<file path="config.mk">
export PLATFORM = sky130hd
export DESIGN_NAME = sec_ctrl_reg
export DESIGN_NICKNAME = d
export VERILOG_FILES = /design/src/rtl/sec_ctrl_reg.sv
export SDC_FILE = /design/constraint.sdc
export NUM_CORES = 1
export LEC_CHECK = 0
export BUFFER_PORTS_ARGS = -buffer_cell sky130_fd_sc_hd__buf_2
export CORE_AREA = 8 8 57 59
export CTS_CLUSTER_DIAMETER = 40
export CTS_CLUSTER_SIZE = 8
export DETAILED_ROUTE_END_ITERATION = 16
export DIE_AREA = 0 0 65 67
export PLACE_DENSITY_LB_ADDON = 0.25
export REMOVE_ABC_BUFFERS = 1
export SLEW_MARGIN = 40
export SYNTH_ARGS = -nofsm -noshare
export SYNTH_HDL_FRONTEND = slang
export SYNTH_SLANG_ARGS = --single-unit
</file>
<file path="constraint.sdc">
create_clock -name clk -period 1.85 [get_ports clk]
set_input_delay 0.185 -clock clk [delete_from_list [all_inputs] [get_ports clk]]
set_output_delay 0.185 -clock clk [all_outputs]
set_load 0.1 [all_outputs]
</file>
<file path="src/rtl/sec_ctrl_reg.sv">
module sec_ctrl_reg #(
  parameter int          ROW_W   = 3,
  parameter logic [7:0]  KEY_VAL = 8'hA5
) (
  input  logic             clk,
  input  logic             rst_n,
  input  logic             boot_lock_i,
  input  logic             xn_boot_i,
  input  logic             wr_en_i,
  input  logic [31:0]      wr_data_i,
  output logic [31:0]      rd_data_o,
  input  logic             kerr_clr_i,
  output logic             kerr_o,
  input  logic             tamper_i,
  output logic             erase_req_o,
  output logic [ROW_W-1:0] erase_row_o,
  output logic             cfg_wen_o,
  output logic             unlock_o,
  output logic             xn_o,
  output logic             scramble_o,
  output logic             silent_o
);
  localparam int KEY_LSB = 24;
  localparam int KEY_W   = 8;
  localparam int ROW_LSB = 8;
  localparam int B_TEN   = 0;
  localparam int B_SIL   = 2;
  localparam int B_SCR   = 3;
  localparam int B_CWEN  = 4;
  localparam int B_UNLK  = 5;
  localparam int B_XN    = 6;

  logic [ROW_W-1:0] row_q;
  logic             ten_q;
  logic             tamp_q;

  wire key_hit  = wr_data_i[KEY_LSB +: KEY_W] == KEY_VAL;
  wire wr_ok    = wr_en_i && key_hit;
  wire wr_bad   = wr_en_i && !key_hit;
  wire tamp_edg = tamper_i && !tamp_q;

  always_ff @(posedge clk) begin
    if (!rst_n) begin
      cfg_wen_o   <= ~boot_lock_i;
      unlock_o    <= ~boot_lock_i;
      xn_o        <= xn_boot_i;
      scramble_o  <= 1'b0;
      silent_o    <= 1'b0;
      ten_q       <= 1'b0;
      row_q       <= '0;
      kerr_o      <= 1'b0;
      tamp_q      <= 1'b0;
      erase_req_o <= 1'b0;
      erase_row_o <= '0;
    end else begin
      if (wr_ok) begin
        row_q <= wr_data_i[ROW_LSB +: ROW_W];
        ten_q <= wr_data_i[B_TEN];
        if (wr_data_i[B_UNLK]) unlock_o <= 1'b0;
        if (cfg_wen_o) begin
          cfg_wen_o  <= wr_data_i[B_CWEN];
          scramble_o <= wr_data_i[B_SCR];
          silent_o   <= wr_data_i[B_SIL];
        end
      end
      if (wr_bad)          kerr_o <= 1'b1;
      else if (kerr_clr_i) kerr_o <= 1'b0;
      tamp_q      <= tamper_i;
      erase_req_o <= tamp_edg && ten_q;
      if (tamp_edg && ten_q) erase_row_o <= row_q;
    end
  end

  always_comb begin
    rd_data_o                    = '0;
    rd_data_o[ROW_LSB +: ROW_W]  = row_q;
    rd_data_o[B_XN]              = xn_o;
    rd_data_o[B_UNLK]            = unlock_o;
    rd_data_o[B_CWEN]            = cfg_wen_o;
    rd_data_o[B_SCR]             = scramble_o;
    rd_data_o[B_SIL]             = silent_o;
    rd_data_o[B_TEN]             = ten_q;
  end

  a_r1_bad_key_discarded: assert property (@(posedge clk) disable iff (!rst_n)
    wr_bad |=> $stable(rd_data_o));
  a_r2_bad_key_flags: assert property (@(posedge clk) disable iff (!rst_n)
    wr_bad |=> kerr_o);
  a_r3_flag_sticky: assert property (@(posedge clk) disable iff (!rst_n)
    (kerr_o && !kerr_clr_i) |=> kerr_o);
  a_r5_cfg_wen_one_way: assert property (@(posedge clk) disable iff (!rst_n)
    !cfg_wen_o |=> !cfg_wen_o);
  a_r6_gated_bits_hold: assert property (@(posedge clk) disable iff (!rst_n)
    !cfg_wen_o |=> $stable({scramble_o, silent_o}));
  a_r7_unlock_one_way: assert property (@(posedge clk) disable iff (!rst_n)
    !unlock_o |=> !unlock_o);
  a_r9_xn_fixed: assert property (@(posedge clk) disable iff (!rst_n)
    $stable(xn_o));
  a_r10_single_pulse: assert property (@(posedge clk) disable iff (!rst_n)
    erase_req_o |=> !erase_req_o);
  a_r10_needs_enable: assert property (@(posedge clk) disable iff (!rst_n)
    (!ten_q || !tamper_i) |=> !erase_req_o);
endmodule

</file>
# After elaboration in Yosys (flattened, before gate mapping)
# Index checks and enable logic that the tools add are counted.
[word_totals]
wordCells = 32
out_inout_bits = 42
input_bits = 39
reg_bits = 15
[op_classes]
n_reduce_logical = 9
bitwise = 1
n_mux = 8
eq_ne = 3
[ops]
columns = ["op", "n"]
rows = [
  ["$eq A8 B8 Y1 const B", 1],
  ["$mux W1", 8],
  ["$logic_and A1 B1 Y1", 4],
  ["$ne A2 B1 Y1 const B", 2],
  ["$reduce_and A2 Y1", 2],
  ["$logic_not A1 Y1", 2],
  ["$reduce_bool A2 Y1", 1],
  ["$not A1 Y1", 1],
]

# Depth between registers and ports, before layout
# Gate-level depths: netlist (run 1).
[depth]
depth_word = 4
ltp_mapped = 4
mapped_depth_nobuf = 3

# Worst setup path before layout (run 1)
# OpenSTA, ideal clock, no wires.
[synth_timing]
kind = "register to output"
startpoint = "register cfg_wen_o"
endpoint = "output port rd_data_o[4]"
path_stages_with_launch = 2
t_arrival_ns = 1.380
required_ns = 1.665
setup_slack_ns = 0.285
n_path_buf = 1
cell_sequence = "edfxtp_1 -> buf_4"
[synth_lines]
columns = ["item", "line_no", "rtl"]
rows = [
  ["start, declared", "17", "output logic cfg_wen_o,"],
  ["start signal, assigned", "44", "cfg_wen_o <= ~boot_lock_i;"],
  ["start signal, assigned", "61", "cfg_wen_o <= wr_data_i[B_CWEN];"],
  ["end, declared", "11", "output logic [31:0] rd_data_o,"],
]
# No word-level cell between the ends.

# Worst setup path in the final report (run 1)
[layout_timing]
startpoint = "register cfg_wen_o"
endpoint = "output port rd_data_o[4]"
# No word-level cell between the ends.

==> results.md, run 1 <==
* Clock sinks at 15
* Worst Path Max Fanout at 4
* Clk Tree Root Cell: clkbuf_4
* CP cell instances: buf_2
* Fin crit period at 1.31 ns
* Pleak at 0.534 nW
* Setup Crit Path Kind: flip-flop to output port
* Clock buffer depth at 2
* Site Rows at 18
* Stages on worst setup path at 1
* Design Area, Final at 0.00100 mm^2
* Num CTS Buffers at 3
* EDFF count, synth at 3
* Detailed Place HPWL at 1.58 mm
* Worst hold path depth at 1
* DRT Wirelength at 1.79 mm
* Worst VDD drop at 0.578 mV
* I/O pin count at 81
* Core area at 0.00236 mm^2
* HP Class: input pin to flip-flop
* N_diodes at 0
* Async set-or-reset flop fraction in the synthesized netlist at 0%
* Die Span Y at 67 um
* Critical Path Sink Type: output port
* Share of layout cells above drive strength 1 at 40.3%
* Critical path arrival at 1.12 ns
* Number of synthesis warnings at 0
* Mapped Area at 880 um^2
* I/O Buffers at 41
* Clk slew on worst S/H paths at 0.09 ns
* Data required, critical path at 1.66 ns
* P per Cell Area at 879 mW/mm^2
* Fmax at 764 MHz
* Max Cap Viol at 0
* Unique masters post-synth at 21
* Slowest Stage Delay on Critical Path at 0.45 ns
* Post-CTS setup buffer count at 0
* Starting Density at 37.2%
* 1st-iter DRT viols at 16
* Reg-to-reg startpoint: cfg_wen_o
* Post-cts sizing count at 0
* Seq cells post-synth at 15
* First-pass GRT wire length at 2.87 mm
* Syn Inst Count at 88
* Hold EP: xn_o
* Hold Path Origin: xn_boot_i
* Tcrit/Tclk final at 70.7%
* Pin count of the biggest net entering global routing at 18
* Slowest stage cell, crit path: buf_2
* Area added between synthesis and finish at 14.2%
* CTS H-tree lvls at 1
* Vias/cell at 3.86
* Die X-Extent at 65 um
* WP buf/inv at 1
* Final setup vio count at 0
* Hold_buf cts at 0
* Clock Latency Late Sink at 0.28 ns
* Final nets at 164
* Largest delay contributor family on the critical path: buffers and inverters
* Reg2Reg Setup Slack at 0.90 ns
* Routability congestion estimate at 0.680
* CTS tree: done
* Final hold slack at 0.0791 ns
* Dominant synthesized flop cell: dfxtp_1
* FF-to-FF path depth at 3
* Die Area at 0.00436 mm^2
* Reg2reg end: silent_o
* Grt ovf at 0
* Fin. max-slew vios at 0
* Synth Area per Inst at 10.0 um^2
* Final Hold Fails at 0
* Status: finished clean
* WL/cell at 11.6 um
* Vias at 594
* DRC violation count after routing at 0
* Clk_skew at 0.00229 ns
* Sequential fraction of the synthesis area at 37.6%
* Initial antenna violation count at 0
* First-pass DRT Iterations at 2
* DP Area at 977 um^2
* Setup crit start kind: flip-flop
* RSZ-0062 raised after global routing: no
* Vias in the first global route at 653
* Antenna viol nets, final at 0
* Total GRT Usage at 8.54%
[layout by cell type, fill, tap and decap left out, drive strengths merged]
master,instances
conb,23
nand3b,1
nor3,2
buf,41
and3b,1
bufinv,1
a21oi,1
a31o,1
nand2,13
nand4bb,2
nand2b,2
dfxtp,12
and2,1
nor2,4
a21o,1
clkbuf,3
o21ai,1
clkinv,1
edfxtp,3
mux2i,9
inv,1
[stage by stage]
step / TNS (ns) / setup slack, ns / std cells / power (mW) / util (%)
final: 0 / 0.542 / 154 / 0.883 / 42.5
after global routing: 0 / 0.489 / 154 / 0.917 / 42.5
after CTS: 0 / 0.516 / 154 / 0.895 / 42.5
after detailed placement: 0 / 0.475 / 150 / 0.707 / 41.3
after global placement: 0 / 0.482 / 150 / 0.706 / 41.3
after floorplan: -0.790 / -0.345 / 79 / 0.664 / -
[layer usage]
| metal | wire length (um) | track usage, % | vias to the layer above |
|---|---|---|---|
| met2 | 876 | 15.4 | 36 |
| met5 | 0 | 0 | - |
| met3 | 199 | 4.19 | 2 |
| li1 | - | - | 305 |
| met1 | 682 | 7.93 | 251 |
| met4 | 31 | 4.09 | 0 |
[cell usage after synthesis, types with 2 or more instances]
cell type  count  area, um^2
buf_2          2        10.0
mux2i_1        9        90.1
edfxtp_1       3        90.1
nor2_1         4        15.0
nand2_1       13        48.8
nand2b_1       2        12.5
nand4bb_4      2        55.1
buf_4         29         218
dfxtp_1       12         240
[worst max-delay path by stage]
stage / start / to / slack (ns)
detailed placement: wr_data_i[25] / unlock_o / 0.47
global placement: wr_data_i[25] / unlock_o / 0.48
floorplan: cfg_wen_o / scramble_o / -0.35
CTS: cfg_wen_o / rd_data_o[4] / 0.52
global route: cfg_wen_o / rd_data_o[4] / 0.49
finish: cfg_wen_o / rd_data_o[4] / 0.54
[layout make-up]
type	count	area (um^2)
Timing Repair Buffer	41	205
Tap cell	30	37.5
Multi-Input combinational cell	62	383
Clock buffer	3	22.5
Clock inverter	1	5.00
Inverter	2	21.3
Fill cell	256	1360
Sequential cell	15	330
[cell families (layout without fill, tap and decap cells)]
group / count (synthesis) / in the layout / synth area share, %
other: 1 / 23 / 0.426
AND/OR/NAND/NOR: 26 / 26 / 20.5
flip-flops: 15 / 15 / 37.6
multiplexers: 9 / 9 / 10.2
buffers and inverters: 33 / 47 / 28.3
AO/OA/AOI/OAI: 4 / 4 / 2.99
[sequential cells by signal, indices dropped and copies added, names as in the netlist]
name / cells
cfg_wen_o: 1
erase_req_o: 1
erase_row_o: 3
kerr_o: 1
row_q: 3
scramble_o: 1
silent_o: 1
tamp_q: 1
ten_q: 1
unlock_o: 1
xn_o: 1
[where the power goes]
part	total (mW)	leakage, nW	switching [mW]	internal (mW)
registers	0.345	0.127	0.00354	0.342
logic	0.355	0.389	0.316	0.0397
clock network	0.183	0.0177	0.103	0.0802
total	0.883	0.534	0.422	0.461
No activity file was read; power rests on OpenSTA's default activity.
==> run 2: changes to the inputs <==
--- a/config.mk
+++ b/config.mk
@@ -6,11 +6,11 @@
 export NUM_CORES = 1
 export LEC_CHECK = 0
 export BUFFER_PORTS_ARGS = -buffer_cell sky130_fd_sc_hd__buf_2
-export CORE_AREA = 8 8 57 59
+export CORE_AREA = 8 8 59 61
 export CTS_CLUSTER_DIAMETER = 40
 export CTS_CLUSTER_SIZE = 8
 export DETAILED_ROUTE_END_ITERATION = 16
-export DIE_AREA = 0 0 65 67
+export DIE_AREA = 0 0 67 69
 export PLACE_DENSITY_LB_ADDON = 0.25
 export REMOVE_ABC_BUFFERS = 1
 export SLEW_MARGIN = 40
==> constraint.sdc (replaced) <==
create_clock -name clk -period 1.3 [get_ports clk]
set_input_delay 0.13 -clock clk [delete_from_list [all_inputs] [get_ports clk]]
set_output_delay 0.13 -clock clk [all_outputs]
set_load 0.1 [all_outputs]
==> results.md, run 2 (synthesis gave the netlist of run 1 again) <==
* Max Cap Viol at 0
* Critical Path Sink Type: output port
* Final Hold Fails at 0
* N_diodes at 0
* Psw at 0.605 mW
* Hold EP: xn_o
* Vias at 615
* Clk_skew at 0.000533 ns
* CTS H-tree lvls at 1
* Largest delay contributor family on the critical path: buffers and inverters
* Most frequent cells in the layout: buf_2, conb_1, nand2_1
* Fin. max-slew vios at 0
* Post-CTS setup buffer count at 0
* Core area at 0.00262 mm^2
* Filler cells at 290
* Worst Path Max Fanout at 4
* Hold Path Origin: xn_boot_i
* I/O Buffers at 41
* CTS tree: done
* Setup crit start kind: flip-flop
* Reg2reg end: scramble_o
* Setup Crit Path Kind: flip-flop to output port
* Pleak at 0.539 nW
* Clock Latency Late Sink at 0.27 ns
* CP cell instances: buf_2
* Reg2Reg Setup Slack at 0.34 ns
* Slowest stage cell, crit path: buf_2
* Worst VDD drop at 0.449 mV
* Clock Power Share at 20.8%
* Reg-to-reg startpoint: cfg_wen_o
* Die Span Y at 69 um
* Routability congestion estimate at 0.745
* Die X-Extent at 67 um
* Tcrit/Tclk final at 96.8%
* Antenna viol nets, final at 0
* WP buf/inv at 1
* Data required, critical path at 1.17 ns
* Detailed Place HPWL at 1.63 mm
* Share of layout cells above drive strength 1 at 40.8%
* First-pass GRT wire length at 3.00 mm
* Total GRT Usage at 7.66%
* Multi-input logic area at 383 um^2
* Setup TNS at 0 ns
* Final Core Density at 38.8%
* Starting Density at 33.6%
* Area added between synthesis and finish at 15.2%
* DRC violation count after routing at 0
* WL/cell at 11.8 um
* Clock buffer depth at 2
* Sw frac at 47.9%
* Vias/cell at 3.94
* Clock sinks at 15
* Clk slew on worst S/H paths at 0.09 ns
* RSZ-0062 raised after global routing: yes
* P per Cell Area at 1240 mW/mm^2
* Pin count of the biggest net entering global routing at 18
* DRT Wirelength at 1.83 mm
* Vias in the first global route at 756
* HP Class: input pin to flip-flop
* Clk Tree Root Cell: clkbuf_4
* Critical path arrival at 1.13 ns
* Hold_buf cts at 0
* First-pass DRT Iterations at 2
* Die Area at 0.00462 mm^2
* Most common cell after layout, fill and taps aside: buf_2
* FF-to-FF path depth at 3
* Fin crit period at 1.26 ns
* Num CTS Buffers at 3
* Worst hold path depth at 1
* Register Area at 330 um^2
* Slowest Stage Delay on Critical Path at 0.45 ns
* Sequential power share at 39.0%
* 1st-iter DRT viols at 5
* Grt ovf at 0
* Fmax at 794 MHz
* Final nets at 165
* I/O pin count at 81
* Site Rows at 19
* Status: finished clean
* Total Power at 1.26 mW
* Initial antenna violation count at 0
* Gate power share at 40.2%
* Int Pwr at 0.657 mW
* Post-cts sizing count at 0
* Final setup vio count at 0
* Biggest registers after layout: erase_row_o x3, row_q x3
## run 2: changes by cell type in the layout (fill, tap and decap cells not counted)
cell	delta
buf_4	+1
## run 2: worst max path at each step
stage	end	from	depth (start not counted)	slack, ns
final	rd_data_o[4]	cfg_wen_o	1	0.04
after global routing	rd_data_o[4]	cfg_wen_o	1	-0.005
after CTS	rd_data_o[4]	cfg_wen_o	1	0.03
after detailed placement	unlock_o	wr_data_i[25]	4	0.09
after global placement	unlock_o	wr_data_i[25]	4	0.1
after floorplan	scramble_o	cfg_wen_o	3	-0.90
## run 2: per-layer routing
| metal | wire length [um] | vias to the layer above | GRT usage (%) |
|---|---|---|---|
| li1 | - | 308 | - |
| met1 | 687 | 273 | 7.69 |
| met2 | 904 | 34 | 14.0 |
| met3 | 241 | 0 | 3.23 |
| met4 | 0 | 0 | 1.40 |
| met5 | 0 | - | 0 |
## run 2: per-stage QoR
step | worst slack [ns] | cell area (um^2) | cells | hold WS [ns]
6_report | 0.0413 | 1010 | 156 | 0.0278
2_1_floorplan | -0.895 | 734 | 79 | 0.229
4_1_cts | 0.0300 | 1010 | 156 | 0.0266
3_5_place_dp | 0.0914 | 986 | 152 | 0.317
5_1_grt | -0.00509 | 1010 | 156 | 0.0199
3_3_place_gp | 0.0989 | 986 | 152 | 0.311
## run 2: worst reg2reg max path: stages, from the launching register on
cell      delay, ns
edfxtp_1       0.40
nand2_1        0.08
nor3_2         0.20
mux2i_1        0.21
## run 2: layout make-up
cell class | instances | share of cell area [%]
multi-input combinational | 62 | 37.8
sequential | 15 | 32.6
timing repair buffer | 42 | 21.0
tap | 31 | 3.83
clock buffer | 3 | 2.22
inverter | 2 | 2.10
clock inverter | 1 | 0.494
## run 2: power by group through the flow
| stage | clock, mW | combinational (mW) | sequential [mW] |
|---|---|---|---|
| 6_report | 0.263 | 0.507 | 0.492 |
| 5_1_grt | 0.294 | 0.521 | 0.494 |
| 4_1_cts | 0.274 | 0.506 | 0.492 |
| 3_5_place_dp | 0 | 0.505 | 0.503 |
| 3_3_place_gp | 0 | 0.504 | 0.502 |
| 2_1_floorplan | 0 | 0.321 | 0.624 |
==> run 3: changes to the inputs <==
--- a/config.mk
+++ b/config.mk
@@ -6,11 +6,14 @@
 export NUM_CORES = 1
 export LEC_CHECK = 0
 export BUFFER_PORTS_ARGS = -buffer_cell sky130_fd_sc_hd__buf_2
-export CORE_AREA = 8 8 59 61
+export CAP_MARGIN = 20
+export CELL_PAD_IN_SITES_DETAIL_PLACEMENT = 1
+export CELL_PAD_IN_SITES_GLOBAL_PLACEMENT = 1
+export CORE_AREA = 8 8 70 72
 export CTS_CLUSTER_DIAMETER = 40
 export CTS_CLUSTER_SIZE = 8
 export DETAILED_ROUTE_END_ITERATION = 16
-export DIE_AREA = 0 0 67 69
+export DIE_AREA = 0 0 78 80
 export PLACE_DENSITY_LB_ADDON = 0.25
 export REMOVE_ABC_BUFFERS = 1
 export SLEW_MARGIN = 40
==> results.md, run 3 (synthesis gave the netlist of run 1 again) <==
* Final hold slack at 0.0597 ns
* Site Rows at 23
* Reg2reg end: erase_row_o[1]
* Hold_buf cts at 0
* Final Hold Fails at 0
* First-pass DRT Iterations at 2
* Placed Instances at 172
* Share of layout cells above drive strength 1 at 41.3%
* Clock sinks at 15
* Fmax at 835 MHz
* Status: finished clean
* Setup crit start kind: flip-flop
* RSZ-0062 raised after global routing: no
* Hold EP: xn_o
* WL/cell at 12.2 um
* Antenna viol nets, final at 0
* Pin count of the biggest net entering global routing at 11
* Total Power at 1.38 mW
* N_diodes at 0
* Clock Latency Late Sink at 0.25 ns
* Max Cap Viol at 0
* Clock buffer depth at 2
* Worst hold path depth at 1
* Total GRT Usage at 6.94%
* Reg2Reg Setup Slack at 0.33 ns
* DRC violation count after routing at 0
* Final nets at 166
* Tcrit/Tclk final at 92.1%
* FF-to-FF path depth at 3
* P per Cell Area at 1290 mW/mm^2
* Die X-Extent at 78 um
* Post-cts sizing count at 0
* CP cell instances: buf_2
* Die Area at 0.00624 mm^2
* Detailed Place HPWL at 1.87 mm
* Slowest stage cell, crit path: buf_2
* Vias at 635
* I/O Buffers at 41
* Final Core Density at 27.6%
* Clk_skew at 0.00392 ns
* Most frequent cells in the layout: buf_2, conb_1, nand2_1
* Clk slew on worst S/H paths at 0.06 ns
* Clk Tree Root Cell: clkbuf_8
* Hold Path Origin: xn_boot_i
* Grt ovf at 0
* Reg-to-reg startpoint: tamp_q
* Setup Crit Path Kind: flip-flop to output port
* I/O pin count at 81
* Setup TNS at 0 ns
* CTS H-tree lvls at 1
* Area added between synthesis and finish at 20.9%
* Final non-filler cell total at 176
* Fin. max-slew vios at 0
* 1st-iter DRT viols at 4
* Critical path arrival at 1.07 ns
* First-pass GRT wire length at 3.46 mm
* Worst Path Max Fanout at 4
* Vias in the first global route at 740
* Post-CTS setup buffer count at 0
* WP buf/inv at 1
* Slowest Stage Delay on Critical Path at 0.45 ns
* Worst VDD drop at 0.348 mV
* Fin crit period at 1.20 ns
* Starting Density at 22.8%
* Critical Path Sink Type: output port
* Initial antenna violation count at 0
* Core area at 0.00386 mm^2
* Most common cell after layout, fill and taps aside: buf_2
* Die Span Y at 80 um
* Routability congestion estimate at 0.683
* DRT Wirelength at 2.16 mm
* Largest delay contributor family on the critical path: buffers and inverters
* Final setup vio count at 0
* Data required, critical path at 1.17 ns
* CTS tree: done
* Biggest registers after layout: erase_row_o x3, row_q x3
* HP Class: input pin to flip-flop
* Pleak at 0.552 nW
* Num CTS Buffers at 3
* Vias/cell at 3.61
==> run 3: changes by cell type in the layout (fill, tap and decap cells not counted), sizes merged <==
cell  before  now
buf       42   43
==> run 3: worst max-delay path by stage <==
stage | cells past startpoint | end | start | slack (ns)
floorplan | 3 | scramble_o | cfg_wen_o | -0.90
global placement | 4 | unlock_o | wr_data_i[25] | 0.14
detailed placement | 4 | unlock_o | wr_data_i[25] | 0.13
CTS | 1 | cfg_wen_o | cfg_wen_o | 0.08
global route | 1 | cfg_wen_o | cfg_wen_o | 0.05
finish | 1 | cfg_wen_o | cfg_wen_o | 0.10
==> run 3: area by class of cell <==
type,count,area (um^2)
flip-flops and latches,15,330
repair buffers,43,220
clock inverters,1,5.00
multi-input cells,62,383
well taps,50,62.6
inverters,2,21.3
clock buffers,3,41.3
fillers,480,2790
==> run 3: report_power, final <==
group / switching [mW] / internal (mW)
logic: 0.453 / 0.0586
registers: 0.00525 / 0.487
clock network: 0.161 / 0.212
==> run 3: stage by stage <==
step	setup WS (ns)	area, um^2
after detailed placement	0.132	1020
final	0.103	1060
after floorplan	-0.895	734
after CTS	0.0804	1060
after global placement	0.140	1020
after global routing	0.0505	1060
==> run 3: metal layers <==
layer,share of wire (%),track usage [%],routed length [um]
met4,0.37,2.78,8
met3,13,4.05,273
met2,46,11.6,981
met5,0,0,0
met1,41,6.97,891
